**src/rtl/armed_irq_pkg.sv**
```systemverilog
package armed_irq_pkg;

  localparam int CODE_W = 9;

  // Match masks: bit 0 or bit 1 selects the pulse, bits 8..3 the unit.
  localparam logic [CODE_W-1:0] MASK_P0 = 9'o771;
  localparam logic [CODE_W-1:0] MASK_P1 = 9'o772;

  localparam logic [CODE_W-1:0] OP_READ = 9'o101;
  localparam logic [CODE_W-1:0] OP_ARM  = 9'o141;
  localparam logic [CODE_W-1:0] OP_OFF  = 9'o161;
  localparam logic [CODE_W-1:0] OP_ON   = 9'o162;

  typedef struct packed {
    logic rd;
    logic arm_ld;
    logic off;
    logic on;
  } iot_cmd_t;

  function automatic iot_cmd_t decode_iot(input logic stb,
                                          input logic [CODE_W-1:0] code);
    iot_cmd_t c;
    c.rd     = stb && ((code & MASK_P0) == OP_READ);
    c.arm_ld = stb && ((code & MASK_P0) == OP_ARM);
    c.off    = stb && ((code & MASK_P0) == OP_OFF);
    c.on     = stb && ((code & MASK_P1) == OP_ON);
    return c;
  endfunction

endpackage

```
**src/rtl/irq_iot_decode.sv**
```systemverilog
module irq_iot_decode
  import armed_irq_pkg::*;
(
  input  logic              stb,
  input  logic [CODE_W-1:0] code,
  output iot_cmd_t          cmd
);

  always_comb cmd = decode_iot(stb, code);

endmodule

```
**src/rtl/irq_flag_bank.sv**
```systemverilog
module irq_flag_bank #(
  parameter int          DW          = 16,
  parameter logic [DW-1:0] RESET_FLAGS = 16'h0003
) (
  input  logic          clk,
  input  logic          rst_n,
  input  logic [DW-1:0] set_i,
  input  logic [DW-1:0] clr_i,
  input  logic          arm_ld,
  input  logic [DW-1:0] arm_val,
  output logic [DW-1:0] flags_q,
  output logic [DW-1:0] arm_q,
  output logic [DW-1:0] pending
);

  // Set dominates clear for the same bit.
  function automatic logic [DW-1:0] flag_next(input logic [DW-1:0] cur,
                                              input logic [DW-1:0] s,
                                              input logic [DW-1:0] c);
    return (cur & ~c) | s;
  endfunction

  always_ff @(posedge clk) begin
    if (!rst_n) begin
      flags_q <= RESET_FLAGS;
      arm_q   <= '1;
    end else begin
      flags_q <= flag_next(flags_q, set_i, clr_i);
      if (arm_ld) arm_q <= arm_val;
    end
  end

  assign pending = flags_q & arm_q;

endmodule

```
**src/rtl/irq_enable_timer.sv**
```systemverilog
module irq_enable_timer #(
  parameter int DELAY = 2,
  parameter int CNT_W = 2
) (
  input  logic             clk,
  input  logic             rst_n,
  input  logic             done_i,
  input  logic             on_cmd,
  input  logic             off_cmd,
  input  logic             take_i,
  output logic             en_q,
  output logic [CNT_W-1:0] cnt_q,
  output logic             expire
);

  logic [CNT_W-1:0] cnt_mid;
  logic [CNT_W-1:0] cnt_d;
  logic             en_d;

  always_comb begin
    cnt_mid = cnt_q;
    if (on_cmd)       cnt_mid = CNT_W'(DELAY);
    else if (off_cmd) cnt_mid = '0;
    expire = done_i && (cnt_mid == CNT_W'(1));
    cnt_d  = (done_i && cnt_mid != '0) ? cnt_mid - CNT_W'(1) : cnt_mid;
    en_d   = en_q;
    if (expire)            en_d = 1'b1;
    if (off_cmd || take_i) en_d = 1'b0;
  end

  always_ff @(posedge clk) begin
    if (!rst_n) begin
      en_q  <= 1'b0;
      cnt_q <= '0;
    end else begin
      en_q  <= en_d;
      cnt_q <= cnt_d;
    end
  end

endmodule

```
**src/rtl/armed_irq_ctrl.sv**
```systemverilog
module armed_irq_ctrl
  import armed_irq_pkg::*;
#(
  parameter int            DW          = 16,
  parameter int            AW          = 13,
  parameter int            DELAY       = 2,
  parameter logic [DW-1:0] RESET_FLAGS = 16'h0003,
  parameter logic [AW-1:0] SAVE_ADDR   = '0,
  parameter logic [AW-1:0] VEC_ADDR    = 13'd1
) (
  input  logic              clk,
  input  logic              rst_n,
  input  logic [DW-1:0]     flag_set,
  input  logic [DW-1:0]     flag_clr,
  input  logic              iot_stb,
  input  logic [CODE_W-1:0] iot_code,
  input  logic [DW-1:0]     acc_in,
  input  logic              insn_done,
  input  logic              irq_ack,
  input  logic [AW-1:0]     pc_in,
  output logic [DW-1:0]     acc_out,
  output logic              irq_req,
  output logic [AW-1:0]     save_addr,
  output logic [AW-1:0]     vec_addr,
  output logic [AW-1:0]     save_word
);

  localparam int CNT_W = $clog2(DELAY + 1);

  iot_cmd_t         cmd;
  logic             cmd_rd, cmd_arm, cmd_off, cmd_on;
  logic [DW-1:0]    flags_q, arm_q, pending;
  logic             en_q, expire, taken;
  logic [CNT_W-1:0] cnt_q;

  irq_iot_decode u_dec (
    .stb  (iot_stb),
    .code (iot_code),
    .cmd  (cmd)
  );

  assign cmd_rd  = cmd.rd;
  assign cmd_arm = cmd.arm_ld;
  assign cmd_off = cmd.off;
  assign cmd_on  = cmd.on;

  irq_flag_bank #(.DW(DW), .RESET_FLAGS(RESET_FLAGS)) u_flags (
    .clk     (clk),
    .rst_n   (rst_n),
    .set_i   (flag_set),
    .clr_i   (flag_clr),
    .arm_ld  (cmd_arm),
    .arm_val (acc_in),
    .flags_q (flags_q),
    .arm_q   (arm_q),
    .pending (pending)
  );

  irq_enable_timer #(.DELAY(DELAY), .CNT_W(CNT_W)) u_timer (
    .clk     (clk),
    .rst_n   (rst_n),
    .done_i  (insn_done),
    .on_cmd  (cmd_on),
    .off_cmd (cmd_off),
    .take_i  (taken),
    .en_q    (en_q),
    .cnt_q   (cnt_q),
    .expire  (expire)
  );

  assign irq_req   = en_q && (|pending);
  assign taken     = irq_ack && irq_req;
  assign acc_out   = cmd_rd ? (acc_in | flags_q) : acc_in;
  assign save_addr = SAVE_ADDR;
  assign vec_addr  = VEC_ADDR;
  assign save_word = pc_in;

endmodule

```
**config.mk**
```make
export PLATFORM = sky130hd
export DESIGN_NAME = armed_irq_ctrl
export DESIGN_NICKNAME = d
export VERILOG_FILES = /design/src/rtl/armed_irq_pkg.sv /design/src/rtl/irq_iot_decode.sv /design/src/rtl/irq_flag_bank.sv /design/src/rtl/irq_enable_timer.sv /design/src/rtl/armed_irq_ctrl.sv
export SDC_FILE = /design/constraint.sdc
export NUM_CORES = 1
export LEC_CHECK = 0
export ABC_AREA = 1
export BUFFER_PORTS_ARGS = -buffer_cell sky130_fd_sc_hd__buf_2
export CAP_MARGIN = 20
export CORE_MARGIN = 2
export CORE_UTILIZATION = 36
export DETAILED_ROUTE_END_ITERATION = 12
export PLACE_DENSITY = 0.69
export SYNTH_ARGS = -nofsm -noshare
export SYNTH_HDL_FRONTEND = slang
export SYNTH_SLANG_ARGS = --single-unit
```
**constraint.sdc**
```tcl
create_clock -name clk -period 4.3 [get_ports clk]
set_input_delay 0.43 -clock clk [delete_from_list [all_inputs] [get_ports clk]]
set_output_delay 0.43 -clock clk [all_outputs]
set_load 0.02 [all_outputs]
```
After elaboration in Yosys (flattened, before gate mapping)
Cells that the tools add are included.
- equal/unequal tests: 5
- mux-type cells: 4
- add/sub/neg operators: 1
- reduce and logical (&&, ||, !) cells: 12
- bitwise operators: 6
- operators by type and width (kind ; count):
    bitwise AND 16 bit ; 2
    bitwise OR 16 bit ; 2
    equality test 7 x 5 -> 1 bit, second input constant ; 4
    2-to-1 mux 16 bit ; 1
    inverter 16 bit ; 1
    OR reduction 16 bit ; 1
    logical AND 1 bit ; 8
    2-to-1 mux 2 bit ; 3
    equality test 2 x 1 -> 1 bit, second input constant ; 1
    nonzero test 2 bit ; 1
    OR reduction 2 bit ; 1
    subtractor 2 x 1 -> 2 bit, second input constant ; 1
    logical OR 1 bit ; 1
    inverter 1 bit ; 1
- register bits: 35
- logic and storage cells: 32
- output and inout port bits: 56
- input port bits: 75

Longest topological paths before layout
- word-level depth: 7
- mapped depth: 13
- depth with buffers taken out: 13

Hierarchy
Synthesis repeated with hierarchy kept, for this count alone.
- cell total of the unflattened synthesis: 306
- area, all modules: 2198.4 µm²
- modules (own cells, without submodules) (module ; times used ; seq. area each (µm²) ; area each (µm²) ; cells each):
    irq_flag_bank ; 1 ; 640.6 ; 1405.1 ; 182
    armed_irq_ctrl ; 1 ; 0.0 ; 521.8 ; 78
    irq_enable_timer ; 1 ; 60.1 ; 188.9 ; 30
    irq_iot_decode ; 1 ; 0.0 ; 82.6 ; 16

Least setup slack after synthesis
Ideal clock, no wire load.
- path kind: in2reg
- start: input port iot_code[7]
- end: register u_timer.cnt_q[1]
- path slack: 2.466 ns
- required time: 4.190 ns
- arrival: 1.724 ns
- setup time: 0.110 ns
- path buffers: 0
- stages on the path: 11
- cells stage by stage: inv_1 nand2_2 nor2_8 nand3_1 and2_2 ha_1 nor2_1 inv_1 or2_2 nand3_1 inv_1
- word-level cells in the longest chain between the ends: 7
- elaborated cells on any way between the ends: 10
- those cells by class: add/sub (1); eq/ne (2); mux (3); reduce/logical (4)
- RTL lines (element ; RTL line ; source):
    from (decl) ; armed_irq_ctrl.sv:16 ; input logic [CODE_W-1:0] iot_code,
    equality test 7 x 5 -> 1 bit ; armed_irq_pkg.sv:26 ; c.off = stb && ((code & MASK_P0) == OP_OFF);
    logical AND 1 bit ; armed_irq_pkg.sv:26 ;
    2-to-1 mux 2 bit ; irq_enable_timer.sv:23 ; else if (off_cmd) cnt_mid = '0;
    2-to-1 mux 2 bit * ; irq_enable_timer.sv:22 ; if (on_cmd) cnt_mid = CNT_W'(DELAY);
    branches (longest 2 deep; another with subtractor 2 x 1 -> 2 bit) ; n/a ;
    2-to-1 mux 2 bit * ; irq_enable_timer.sv:25 ; cnt_d = (done_i && cnt_mid != '0) ? cnt_mid - CNT_W'(1) : cnt_mid;
    to (signal assigned) ; irq_enable_timer.sv:37 ; cnt_q <= cnt_d;
    to (decl) ; irq_enable_timer.sv:12 ; output logic [CNT_W-1:0] cnt_q,
Mark *: on every way between the ends.
A chain may end at the register's enable or synchronous reset.

Worst setup path after layout
- start: input port iot_code[3]
- end: output port acc_out[3]
- word-level cells in the longest chain between the ends: 3
- RTL lines (element ; RTL line ; source):
    equality test 7 x 5 -> 1 bit ; armed_irq_pkg.sv:24 ; c.rd = stb && ((code & MASK_P0) == OP_READ);
    logical AND 1 bit ; armed_irq_pkg.sv:24 ;
    2-to-1 mux 16 bit ; armed_irq_ctrl.sv:73 ; assign acc_out = cmd_rd ? (acc_in | flags_q) : acc_in;
    to (decl) ; armed_irq_ctrl.sv:21 ; output logic [DW-1:0] acc_out,
Every way passes these cells.

==> metrics list <==
- Placed wire-length estimate: 3330 µm
- In this run the worst hold path is classified as in -> reg.
- Die Span X: 80.9 µm
- Post-Syn Area: 0.00213 mm²
- Overall track demand over capacity in global routing: 0.140
- Sequential element share of the synthesized area: 0.329
- The count of final hold-check violations came to 0.
* Total Die Area: 0.00655 mm²
- In the post-route analysis, the smallest setup slack over all paths is 2.12 ns.
- In this run the tightest slew margin relative to its limit is 0.624.
- Yosys printed 0 warnings.
- Clock latency on the worst-skew pair: 0.29 ns
* Required time at the worst-slack endpoint: 3.87 ns
- Worst-case clock skew: 0.00311 ns
- Max-cap violations in this run came to 0.
* Clock Tree Buf Depth: 2
* Post-synthesis adder-cell area fraction: 0.0118
- Using the TritonRoute via totals, the vias-per-cell ratio works out to 4.29.
- In the final routed layout, each cell accounts on average for 10.0 µm.
- Number of hold buffers added after cts: 0
- Share of cell area taken by muxes after synthesis: 0
- Entering global routing, the biggest net connects 20 pins.
* Antenna violations before repair: 0
* N_diodes: 0
- ANT nets after route: 0
* Placer congestion estimate: 0.677
* Parity-gate share of the synthesized area counting xor and xnor cells: 0
- Largest family of logic cells by synthesized area: simple AND/OR/NAND/NOR gates
* Drt first-iter violations: 36
* Max FO, Critical Path: 16
* Pre-CTS setup slack: 2.08 ns
* Placeable core region: 0.00582 mm²
* Post-CTS Setup Inserts: 0
- sky130_fd_sc_hd__dfxtp_1 takes more of the synthesized area than any other cell.
- Cell variety after synth: 27
- Final-layout setup total negative slack: 0 ns
- Clock buffer count from CTS: 5
- Leakage: 1.43 nW
- Post-CTS repair changed the size of 0 cells.
- Fill cell count: 627
- Of the total synthesized cell area, the portion taken by AND, OR, NAND and NOR gates is 0.258.
- For this block, the routed nets add up to 4300 µm of wire.
- Once placement finished, the instance area stood at 0.00235 mm².
- The critical path is of the in -> out type.
- Detailed-routing iteration count for the pre-antenna-repair pass: 4
* Final cycle utilization of the critical path: 0.506
* Register bit total from synthesis: 35
- The post-synthesis compound-gate area fraction is 0.145.
- Run status: finished clean
- In the final layout, the share of cells above drive strength 1 is 0.346.
* Area Growth Syn to Fin: 14.5%
- Crit end category: output pin
- Die boundary height: 80.9 µm
- Final-report max-slew violation count: 0
- Number of port buffers: 77
* Initial core utilization: 0.366
- Average size of a mapped cell: 7.37 µm²
- Global routing finished with a remaining overflow of 0.
- CTS Sinks: 35
- Number of placement rows: 28
* Root cell of the clock tree: sky130_fd_sc_hd__clkbuf_8
- The worst setup path is launched from a primary input.
* Setup-violating endpoint count in the final report: 0
- Of the post-synthesis cell area, the dominant cell type holds 0.329.
- Post-layout instance count excluding filler cells: 428
- Arr. time, crit path: 1.75 ns
- Maximum operating frequency: 460 MHz
- Via count: 1835
* Total number of H-tree levels: 2
* DP Cell Count: 420
- IR Drop Worst-Case VDD: 130 µV
* Total number of nets in the final design: 429
- Post-Syn Instances: 289
- Unrepaired setup endpoints after global routing: no
* DRC Markers: 0
- The via count of the first global-routing pass came to 1604.
- Slew @ Worst Pin: 0.561 ns
* Num ports: 131
- Yosys attributes the largest share of cell area to sky130_fd_sc_hd__dfxtp_1 (33%), sky130_fd_sc_hd__buf_4 (14%), sky130_fd_sc_hd__inv_1 (8.6%).
- Tmin final: 2.18 ns
- Wire length of the first global-routing pass: 6960 µm
- Layout Cell Area excl Fill: 0.00244 mm²
* Clock edge transition at the registers on the reported setup and hold paths: 0.07 ns
* Power density normalized to cell area: 293 mW/mm²
- TritonCTS clock tree: done
[worst paths after layout]
check                       end  cells after the start  slack [ns]             start
max                  acc_out[3]                      5        2.12       iot_code[3]
min          u_flags.flags_q[1]                      2        0.32       flag_clr[1]
max reg2reg    u_timer.cnt_q[1]                      8        2.91  u_timer.cnt_q[1]
min reg2reg    u_flags.arm_q[9]                      2        0.47  u_flags.arm_q[9]
[critical path: stages]
cell                      delay (ns)
sky130_fd_sc_hd__buf_2          0.13
sky130_fd_sc_hd__nor3_1         0.23
sky130_fd_sc_hd__nand3_2        0.44
sky130_fd_sc_hd__o21ai_0        0.32
sky130_fd_sc_hd__buf_2          0.20
[flip-flops by register name (all words and copies together), names as in the netlist]
name,flops
u_timer.en_q,1
u_timer.cnt_q,2
u_flags.arm_q,16
u_flags.flags_q,16
[synth_stat cells]
cell / number
sky130_fd_sc_hd__inv_1: 49
sky130_fd_sc_hd__nor2_1: 49
sky130_fd_sc_hd__nand2_1: 46
sky130_fd_sc_hd__buf_4: 40
sky130_fd_sc_hd__dfxtp_1: 35
sky130_fd_sc_hd__o211ai_2: 10
sky130_fd_sc_hd__o21ai_2: 10
sky130_fd_sc_hd__o21ai_0: 8
sky130_fd_sc_hd__o211ai_1: 6
sky130_fd_sc_hd__nand3_1: 5
sky130_fd_sc_hd__nand2_2: 4
sky130_fd_sc_hd__buf_6: 3
sky130_fd_sc_hd__a21oi_1: 2
sky130_fd_sc_hd__buf_2: 2
sky130_fd_sc_hd__conb_1: 2
sky130_fd_sc_hd__ha_1: 2
sky130_fd_sc_hd__inv_2: 2
sky130_fd_sc_hd__nand3_2: 2
sky130_fd_sc_hd__nand4_4: 2
sky130_fd_sc_hd__nor2_2: 2
sky130_fd_sc_hd__nor2_4: 2
sky130_fd_sc_hd__and2_2: 1
sky130_fd_sc_hd__clkinv_1: 1
sky130_fd_sc_hd__nand4_1: 1
sky130_fd_sc_hd__nor2_8: 1
sky130_fd_sc_hd__nor3_1: 1
sky130_fd_sc_hd__or2_2: 1
[layout by cell type, fill, tap and decap left out]
cell                       instances
sky130_fd_sc_hd__nand3_1           5
sky130_fd_sc_hd__nand3_2           2
sky130_fd_sc_hd__o211ai_1          6
sky130_fd_sc_hd__ha_1              2
sky130_fd_sc_hd__nor3_1            1
sky130_fd_sc_hd__inv_2             2
sky130_fd_sc_hd__buf_2            77
sky130_fd_sc_hd__clkinv_2          3
sky130_fd_sc_hd__conb_1           26
sky130_fd_sc_hd__nand2_1          46
sky130_fd_sc_hd__nor2_4            2
sky130_fd_sc_hd__o21ai_0           8
sky130_fd_sc_hd__o21ai_2          10
sky130_fd_sc_hd__inv_1            49
sky130_fd_sc_hd__dfxtp_1          35
sky130_fd_sc_hd__nand4_1           1
sky130_fd_sc_hd__nand2_2           4
sky130_fd_sc_hd__a21oi_1           2
sky130_fd_sc_hd__nand4_4           2
sky130_fd_sc_hd__o211ai_2         10
sky130_fd_sc_hd__nor2_8            1
sky130_fd_sc_hd__or2_2             1
sky130_fd_sc_hd__clkinv_1          1
sky130_fd_sc_hd__clkbuf_8          5
sky130_fd_sc_hd__nor2_1           49
sky130_fd_sc_hd__nor2_2            2
sky130_fd_sc_hd__and2_2            1
[power breakdown]
part,internal (W),leakage [nW],total [W],switching (W)
clock network,0.000111,0.0477,0.000233,0.000122
registers,0.000337,0.288,0.000343,0.00000597
logic,0.0000487,1.09,0.000138,0.0000891
total,0.000496,1.43,0.000713,0.000217
[per-layer routing]
metal	share of wire	vias to the layer above	GRT usage
met5	0	-	0
li1	-	941	-
met3	0.062	5	0.0400
met1	0.44	822	0.161
met4	0.010	0	0.0424
met2	0.49	67	0.250
[kinds of logic (layout without fill, tap and decap cells)]
family | count (synthesis) | count (layout)
simple gates | 117 | 117
buf+inv | 97 | 137
compound gates | 36 | 36
flops | 35 | 35
fa+ha+maj | 2 | 2
other cells | 2 | 26
[per-stage QoR]
step / util / power (W) / hold slack (ns)
after floorplan: - / 0.000477 / 0.438
after global placement: 0.405 / 0.000486 / 0.449
after detailed placement: 0.405 / 0.000489 / 0.455
after CTS: 0.419 / 0.000724 / 0.310
after global routing: 0.419 / 0.000759 / 0.304
final: 0.419 / 0.000713 / 0.319
[final cells by class]
| class | instances | area (µm²) | share of cell area |
|---|---|---|---|
| clock inverters | 3 | 15.0 | 0.00616 |
| well taps | 75 | 93.8 | 0.0385 |
| inverters | 52 | 195 | 0.0800 |
| repair buffers | 77 | 385 | 0.158 |
| multi-input cells | 181 | 980 | 0.402 |
| flip-flops and latches | 35 | 701 | 0.287 |
| clock buffers | 5 | 68.8 | 0.0282 |
Power figures use the tool's default switching activity.
